--- config.mk ---
export PLATFORM = sky130hd
export DESIGN_NAME = iq_poly_decim
export DESIGN_NICKNAME = d
export VERILOG_FILES = /design/src/rtl/iq_poly_decim_pkg.sv /design/src/rtl/iq_rst_sync.sv /design/src/rtl/iq_phase_ctrl.sv /design/src/rtl/iq_mac_stage.sv /design/src/rtl/iq_out_quant.sv /design/src/rtl/iq_poly_decim.sv
export SDC_FILE = /design/constraint.sdc
export NUM_CORES = 2
export LEC_CHECK = 0
export ABC_AREA = 1
export BUFFER_PORTS_ARGS = -buffer_cell sky130_fd_sc_hd__buf_2
export CAP_MARGIN = 20
export CORE_ASPECT_RATIO = 2
export CORE_UTILIZATION = 35
export DETAILED_ROUTE_END_ITERATION = 8
export GPL_ROUTABILITY_DRIVEN = 0
export SKIP_LAST_GASP = 1
export SYNTH_ARGS = -nofsm -noshare
export SYNTH_HDL_FRONTEND = slang
export SYNTH_SLANG_ARGS = --single-unit
--- constraint.sdc ---
create_clock -name clk -period 15.3 [get_ports clk]
set_input_delay 0.765 -clock clk [delete_from_list [all_inputs] [get_ports clk]]
set_output_delay 0.765 -clock clk [all_outputs]
set_load 0.005 [all_outputs]
--- src/rtl/iq_poly_decim_pkg.sv ---
package iq_poly_decim_pkg;

  // Triangular low-pass prototype, zero beyond the real tap count.
  function automatic int tap_coef(input int k, input int taps, input int step);
    int rise;
    int fall;
    if (k < 0 || k >= taps) return 0;
    rise = k + 1;
    fall = taps - k;
    return step * ((rise < fall) ? rise : fall);
  endfunction

  typedef enum logic { CH_I = 1'b0, CH_Q = 1'b1 } chan_e;

endpackage

--- src/rtl/iq_rst_sync.sv ---
module iq_rst_sync (
  input  logic clk,
  input  logic rst_n_in,
  output logic rst_n_out
);

  logic [1:0] sync_q;

  always_ff @(posedge clk or negedge rst_n_in) begin
    if (!rst_n_in) sync_q <= 2'b00;
    else           sync_q <= {sync_q[0], 1'b1};
  end

  assign rst_n_out = sync_q[1];

endmodule

--- src/rtl/iq_phase_ctrl.sv ---
module iq_phase_ctrl #(
  parameter int DEC = 25,
  localparam int PW = $clog2(DEC)
) (
  input  logic          clk,
  input  logic          rst_n,
  input  logic          en,
  input  logic          chan,
  output logic [PW-1:0] phase,
  output logic          blk_first,
  output logic          blk_last
);

  logic [PW-1:0] phase_nxt;

  assign blk_first = (phase == '0);
  assign blk_last  = (phase == PW'(DEC - 1));

  // Phase steps after the Q word of each pair.
  always_comb begin
    phase_nxt = phase;
    if (en && chan) begin
      phase_nxt = blk_last ? '0 : phase + 1'b1;
    end
  end

  always_ff @(posedge clk or negedge rst_n) begin
    if (!rst_n) phase <= '0;
    else        phase <= phase_nxt;
  end

endmodule

--- src/rtl/iq_mac_stage.sv ---
module iq_mac_stage
  import iq_poly_decim_pkg::*;
#(
  parameter int DW   = 16,
  parameter int CW   = 16,
  parameter int AW   = 40,
  parameter int DEC  = 25,
  parameter int LAG  = 0,
  parameter int TAPS = 184,
  parameter int STEP = 64,
  localparam int PW  = $clog2(DEC),
  localparam int PRW = DW + CW
) (
  input  logic                 clk,
  input  logic                 rst_n,
  input  logic                 en,
  input  logic                 chan,
  input  logic [PW-1:0]        phase,
  input  logic                 blk_first,
  input  logic signed [DW-1:0] din,
  input  logic signed [AW-1:0] carry_i,
  input  logic signed [AW-1:0] carry_q,
  output logic signed [AW-1:0] acc_i,
  output logic signed [AW-1:0] acc_q,
  output logic signed [AW-1:0] sum_nxt
);

  function automatic logic [DEC*CW-1:0] build_rom();
    logic [DEC*CW-1:0] r;
    r = '0;
    for (int p = 0; p < DEC; p++) begin
      r[p*CW +: CW] = CW'(tap_coef(LAG * DEC + DEC - 1 - p, TAPS, STEP));
    end
    return r;
  endfunction

  localparam logic [DEC*CW-1:0] ROM = build_rom();

  logic signed [CW-1:0]  coef;
  logic signed [PRW-1:0] prod;
  logic signed [AW-1:0]  prod_x;
  logic signed [AW-1:0]  base;
  logic signed [AW-1:0]  acc_i_nxt;
  logic signed [AW-1:0]  acc_q_nxt;

  assign coef   = ROM[phase*CW +: CW];
  assign prod   = din * coef;
  assign prod_x = {{(AW-PRW){prod[PRW-1]}}, prod};

  // A block starts from the finished sum handed down by the previous stage.
  always_comb begin
    if (blk_first) base = chan ? carry_q : carry_i;
    else           base = chan ? acc_q   : acc_i;
    sum_nxt   = base + prod_x;
    acc_i_nxt = acc_i;
    acc_q_nxt = acc_q;
    if (en) begin
      if (chan) acc_q_nxt = sum_nxt;
      else      acc_i_nxt = sum_nxt;
    end
  end

  always_ff @(posedge clk or negedge rst_n) begin
    if (!rst_n) begin
      acc_i <= '0;
      acc_q <= '0;
    end else begin
      acc_i <= acc_i_nxt;
      acc_q <= acc_q_nxt;
    end
  end

endmodule

--- src/rtl/iq_out_quant.sv ---
module iq_out_quant #(
  parameter int AW    = 40,
  parameter int OW    = 16,
  parameter int SHIFT = 19
) (
  input  logic                 clk,
  input  logic                 rst_n,
  input  logic                 fire,
  input  logic                 chan,
  input  logic signed [AW-1:0] sum,
  output logic                 out_valid,
  output logic                 out_chan,
  output logic signed [OW-1:0] out_data
);

  logic signed [AW-1:0] shifted;
  logic                 fits;
  logic signed [OW-1:0] clipped;
  logic                 valid_nxt;
  logic                 chan_nxt;
  logic signed [OW-1:0] data_nxt;

  assign shifted = sum >>> SHIFT;
  // In range when every bit above the output sign bit copies it.
  assign fits    = (&shifted[AW-1:OW-1]) || !(|shifted[AW-1:OW-1]);

  always_comb begin
    if (fits)               clipped = shifted[OW-1:0];
    else if (shifted[AW-1]) clipped = {1'b1, {(OW-1){1'b0}}};
    else                    clipped = {1'b0, {(OW-1){1'b1}}};
    valid_nxt = fire;
    chan_nxt  = fire ? chan : out_chan;
    data_nxt  = fire ? clipped : out_data;
  end

  always_ff @(posedge clk or negedge rst_n) begin
    if (!rst_n) begin
      out_valid <= 1'b0;
      out_chan  <= 1'b0;
      out_data  <= '0;
    end else begin
      out_valid <= valid_nxt;
      out_chan  <= chan_nxt;
      out_data  <= data_nxt;
    end
  end

endmodule

--- src/rtl/iq_poly_decim.sv ---
module iq_poly_decim #(
  parameter int DW        = 16,
  parameter int CW        = 16,
  parameter int OW        = 16,
  parameter int DEC       = 25,
  parameter int STAGES    = 8,
  parameter int TAPS      = 184,
  parameter int COEF_STEP = 64,
  parameter int SHIFT     = 19
) (
  input  logic                 clk,
  input  logic                 rst_n,
  input  logic                 in_valid,
  input  logic                 in_chan,
  input  logic signed [DW-1:0] in_data,
  output logic                 out_valid,
  output logic                 out_chan,
  output logic signed [OW-1:0] out_data
);

  localparam int PW = $clog2(DEC);
  localparam int AW = DW + CW + $clog2(DEC * STAGES);

  logic          rst_n_s;
  logic [PW-1:0] phase;
  logic          blk_first;
  logic          blk_last;

  logic signed [AW-1:0] acc_i [STAGES];
  logic signed [AW-1:0] acc_q [STAGES];
  logic signed [AW-1:0] sum_w [STAGES];

  iq_rst_sync u_rst (
    .clk       (clk),
    .rst_n_in  (rst_n),
    .rst_n_out (rst_n_s)
  );

  iq_phase_ctrl #(.DEC(DEC)) u_ctrl (
    .clk       (clk),
    .rst_n     (rst_n_s),
    .en        (in_valid),
    .chan      (in_chan),
    .phase     (phase),
    .blk_first (blk_first),
    .blk_last  (blk_last)
  );

  for (genvar s = 0; s < STAGES; s++) begin : g_stage
    logic signed [AW-1:0] cin_i;
    logic signed [AW-1:0] cin_q;
    if (s == 0) begin : g_head
      assign cin_i = '0;
      assign cin_q = '0;
    end else begin : g_link
      assign cin_i = acc_i[s-1];
      assign cin_q = acc_q[s-1];
    end

    // Stage s carries the slice of taps that is STAGES-1-s blocks old.
    iq_mac_stage #(
      .DW(DW), .CW(CW), .AW(AW), .DEC(DEC),
      .LAG(STAGES - 1 - s), .TAPS(TAPS), .STEP(COEF_STEP)
    ) u_mac (
      .clk       (clk),
      .rst_n     (rst_n_s),
      .en        (in_valid),
      .chan      (in_chan),
      .phase     (phase),
      .blk_first (blk_first),
      .din       (in_data),
      .carry_i   (cin_i),
      .carry_q   (cin_q),
      .acc_i     (acc_i[s]),
      .acc_q     (acc_q[s]),
      .sum_nxt   (sum_w[s])
    );
  end

  iq_out_quant #(.AW(AW), .OW(OW), .SHIFT(SHIFT)) u_out (
    .clk       (clk),
    .rst_n     (rst_n_s),
    .fire      (in_valid && blk_last),
    .chan      (in_chan),
    .sum       (sum_w[STAGES-1]),
    .out_valid (out_valid),
    .out_chan  (out_chan),
    .out_data  (out_data)
  );

endmodule

==> metrics.md <==
| Metric | Value |
|---|---|
| Outcome | `complete, no violations` |
| Sink Count | `569` |
| CTS tree | `yes` |
| Critical-path top delay cell | `nand3_1` |
| Clk slew on worst S/H paths | `0.08 ns` |
| Hpwl dp | `232.1 mm` |
| Register-to-Register Path Depth | `28` |
| Row count | `241` |
| Yosys top cell area share | `22.06%` |
| Final Critical Period | `9.075 ns` |
| Fmax | `110.2 MHz` |
| Core ar. | `215300 µm²` |
| Most frequent cell after synthesis | `nand2_1` |
| Most frequent CP cell | `inv_1` |
| Setup bufs post-CTS | `0` |
| Initial DRC count | `5613` |
| Wirelength per Cell | `23.91 µm` |
| Synth Area in XOR/XNOR | `1.917%` |
| First-pass GRT wire length | `449.0 mm` |
| Die Area | `218700 µm²` |
| TNS Setup | `0 ns` |
| Share of cells above drive strength 1 | `3.624%` |
| Arrival time worst endpoint | `9.66 ns` |
| Remaining Overflow, GRT | `0` |
| Top post-synthesis cells by count | `2497 x nand2_1, 1895 x inv_1, 1032 x ha_1` |
| CP peak stage delay | `0.86 ns` |
| Pin count of the biggest net entering global routing | `139` |
| Synth Cell Area | `75860 µm²` |
| Pre-CTS setup slack | `6.758 ns` |
| Synth Warn # | `0` |
| Post-Route Skew | `0.06733 ns` |
| Post-Synth Simple-Gate Area | `19.77%` |
| Vias in the first global route | `70.99k` |
| RSZ-0062 raised after global routing | `no` |
| Pre-Repair DR Iteration Count | `7` |
| R2r setup slk | `6.23 ns` |
| Cell taking the most area after synthesis | `fa_1` |
| Max-Slew Margin vs Limit | `15.83%` |
| Die Span Y | `660.4 µm` |
| DRC viols | `0` |
| Final Worst Setup Slack | `6.225 ns` |
| Root Driver | `clkbuf_16` |
| Post-synth EDFFs | `0` |
| Hold Crit Class | `input port to asynchronous set/reset pin` |
| Yosys cell types | `50` |
| Syn Nets | `11.75k` |
| Type of origin of the critical path | `flop` |
| Via Count | `67.53k` |
| Mapped Avg Cell Area | `7.696 µm²` |
| Mapped Cells | `9857` |
| Final slew viol count | `0` |
| Gr usage total | `28.14%` |
| Starting Density | `35.23%` |
| I/O Pins | `38` |
| Origin of the critical flop-to-flop path | `u_ctrl.phase[2]` |
| Top cells by area, synth | `fa_1 22%, dfrtp_1 19%, ha_1 17%` |
| P&R area growth vs syn | `7.535%` |
| Req. time, crit path | `15.88 ns` |
| Port bufs | `37` |
| Die Wd | `331.2 µm` |
| Post-Synth Adder-Cell Area | `39.09%` |
| Via density | `5.358` |
| CTS Buffer Depth | `3` |
| Top_reg_cell synth | `dfrtp_1` |
| # nets final | `11.63k` |
| Hold Fails Final Rpt | `0` |
| Max FO, Critical Path | `19` |
| Crit share post-route | `59.31%` |
| Async SR Flop Fraction | `100.0%` |
| Worst-Skew Late Latency | `0.77 ns` |
| CTS Buf Count | `61` |
| Initial antenna violation count | `28` |
| Maxcap violations | `0` |
| Worst-Margin Slew | `1.258 ns` |
| Routed wire length | `301.3 mm` |
| H-tree levels | `2` |
| Sequential-to-total area share from yosys stat | `18.77%` |
| Crit. End Element | `flop` |
| Complex-gate fraction of the synthesized area | `8.965%` |
| #FFs+latches synth | `569` |
| Reg2reg end | `g_stage[6].u_mac.acc_i[37]` |
| Mux contribution to synthesized area | `0.3695%` |
| Kind of critical path | `flop to flop` |
| # setup viols final | `0` |
| Main combinational cell family by area after synthesis | `adder cells` |
| Final antenna-violating net count | `0` |
## worst max-delay path: cells and delay by family (launching register included)
family          cells  cell delay (ns)
buf+inv             7             1.73
fa+ha+maj           8             3.64
simple gates        7             1.75
flops               1             0.55
compound gates      6             1.18
## kinds of logic after synthesis
kind of cell / count (synthesis)
AOI/OAI and AO/OA: 1238
xor gates and xnor gates: 166
adders and majority gates: 1868
buffers and inverters: 2235
DFF: 569
muxes: 28
other: 1
and+or+nand+nor: 3752
## state kept, by name (all words and copies together) (netlist names)
name                 cells
g_stage.u_mac.acc_i    272
g_stage.u_mac.acc_q    272
u_out.out_data          16
u_ctrl.phase             5
u_rst.sync_q             2
u_out.out_chan           1
u_out.out_valid          1
## stage by stage
step | std cells | hold WS (ns) | area [µm²] | util [%]
3_3_place_gp | 12460 | 0.3378 | 79130 | 36.75
3_5_place_dp | 12460 | 0.3403 | 79150 | 36.76
5_1_grt | 12590 | 0.3431 | 81540 | 37.87
2_1_floorplan | 9857 | 0.3311 | 75860 | -
6_report | 12600 | 0.3335 | 81570 | 37.89
4_1_cts | 12570 | 0.3178 | 81270 | 37.75
## worst max path at each step
stage / to / startpoint / cells past startpoint / slack [ns]
floorplan: g_stage[0].u_mac.acc_i[10] / u_rst.sync_q[1] / 0 / 6.04
global placement: u_out.out_data[9] / u_ctrl.phase[2] / 32 / 6.78
detailed placement: u_out.out_data[9] / u_ctrl.phase[2] / 32 / 6.76
CTS: u_out.out_data[9] / u_ctrl.phase[2] / 32 / 6.71
global route: u_out.out_data[9] / u_ctrl.phase[2] / 33 / 5.86
finish: g_stage[6].u_mac.acc_i[37] / u_ctrl.phase[2] / 28 / 6.23
## layer usage
metal	global-route usage, %	up-vias	wire [µm]
met3	6.721	1349	21220
met1	27.06	32760	95460
met5	0	-	88
li1	-	30330	-
met4	29.84	12	40500
met2	47.21	3081	144000
## what timing repair did
| item | CTS | global route |
|---|---|---|
| gates resized for setup | 0 | 0 |
| hold buffers | 1 | 0 |
| endpoints found under the hold margin | 2 | 0 |
## area by class of cell
cell class | instances | area (µm²)
antenna | 14 | 35.03
inverter | 1910 | 7189
sequential | 569 | 14240
clock buffer | 77 | 1658
clock inverter | 35 | 449.2
timing repair buffer | 151 | 1235
multi-input combinational | 7053 | 53270
fill | 22350 | 133700
tap | 2794 | 3496
## cells in the final DEF, fill, tap and decap left out, types with 14 or more instances in the layout
| cell type | netlist | layout |
|---|---|---|
| nand2_1 | 2497 | 2495 |
| inv_1 | 1895 | 1893 |
| ha_1 | 1032 | 1032 |
| fa_1 | 836 | 836 |
| o21ai_0 | 728 | 727 |
| nor2_1 | 733 | 721 |
| dfrtp_1 | 569 | 568 |
| nand3_1 | 338 | 338 |
| a21oi_1 | 206 | 201 |
| a31oi_1 | 120 | 120 |
| xor2_1 | 102 | 101 |
| buf_4 | 0 | 96 |
| xnor2_1 | 64 | 64 |
| clkbuf_16 | 0 | 62 |
| o21bai_1 | 49 | 49 |
| or2_2 | 48 | 48 |
| a21o_1 | 47 | 47 |
| nor3_1 | 44 | 44 |
| buf_2 | 12 | 36 |
| nand3b_1 | 30 | 30 |
| mux2i_1 | 28 | 28 |
| nand4_1 | 25 | 25 |
| nor2_2 | 6 | 17 |
| o21ai_1 | 17 | 17 |
| diode_2 | 0 | 14 |
Power is left out: the tool's default activity adds up to more than one toggle a clock period on the data nets, which glitch-free logic cannot reach.
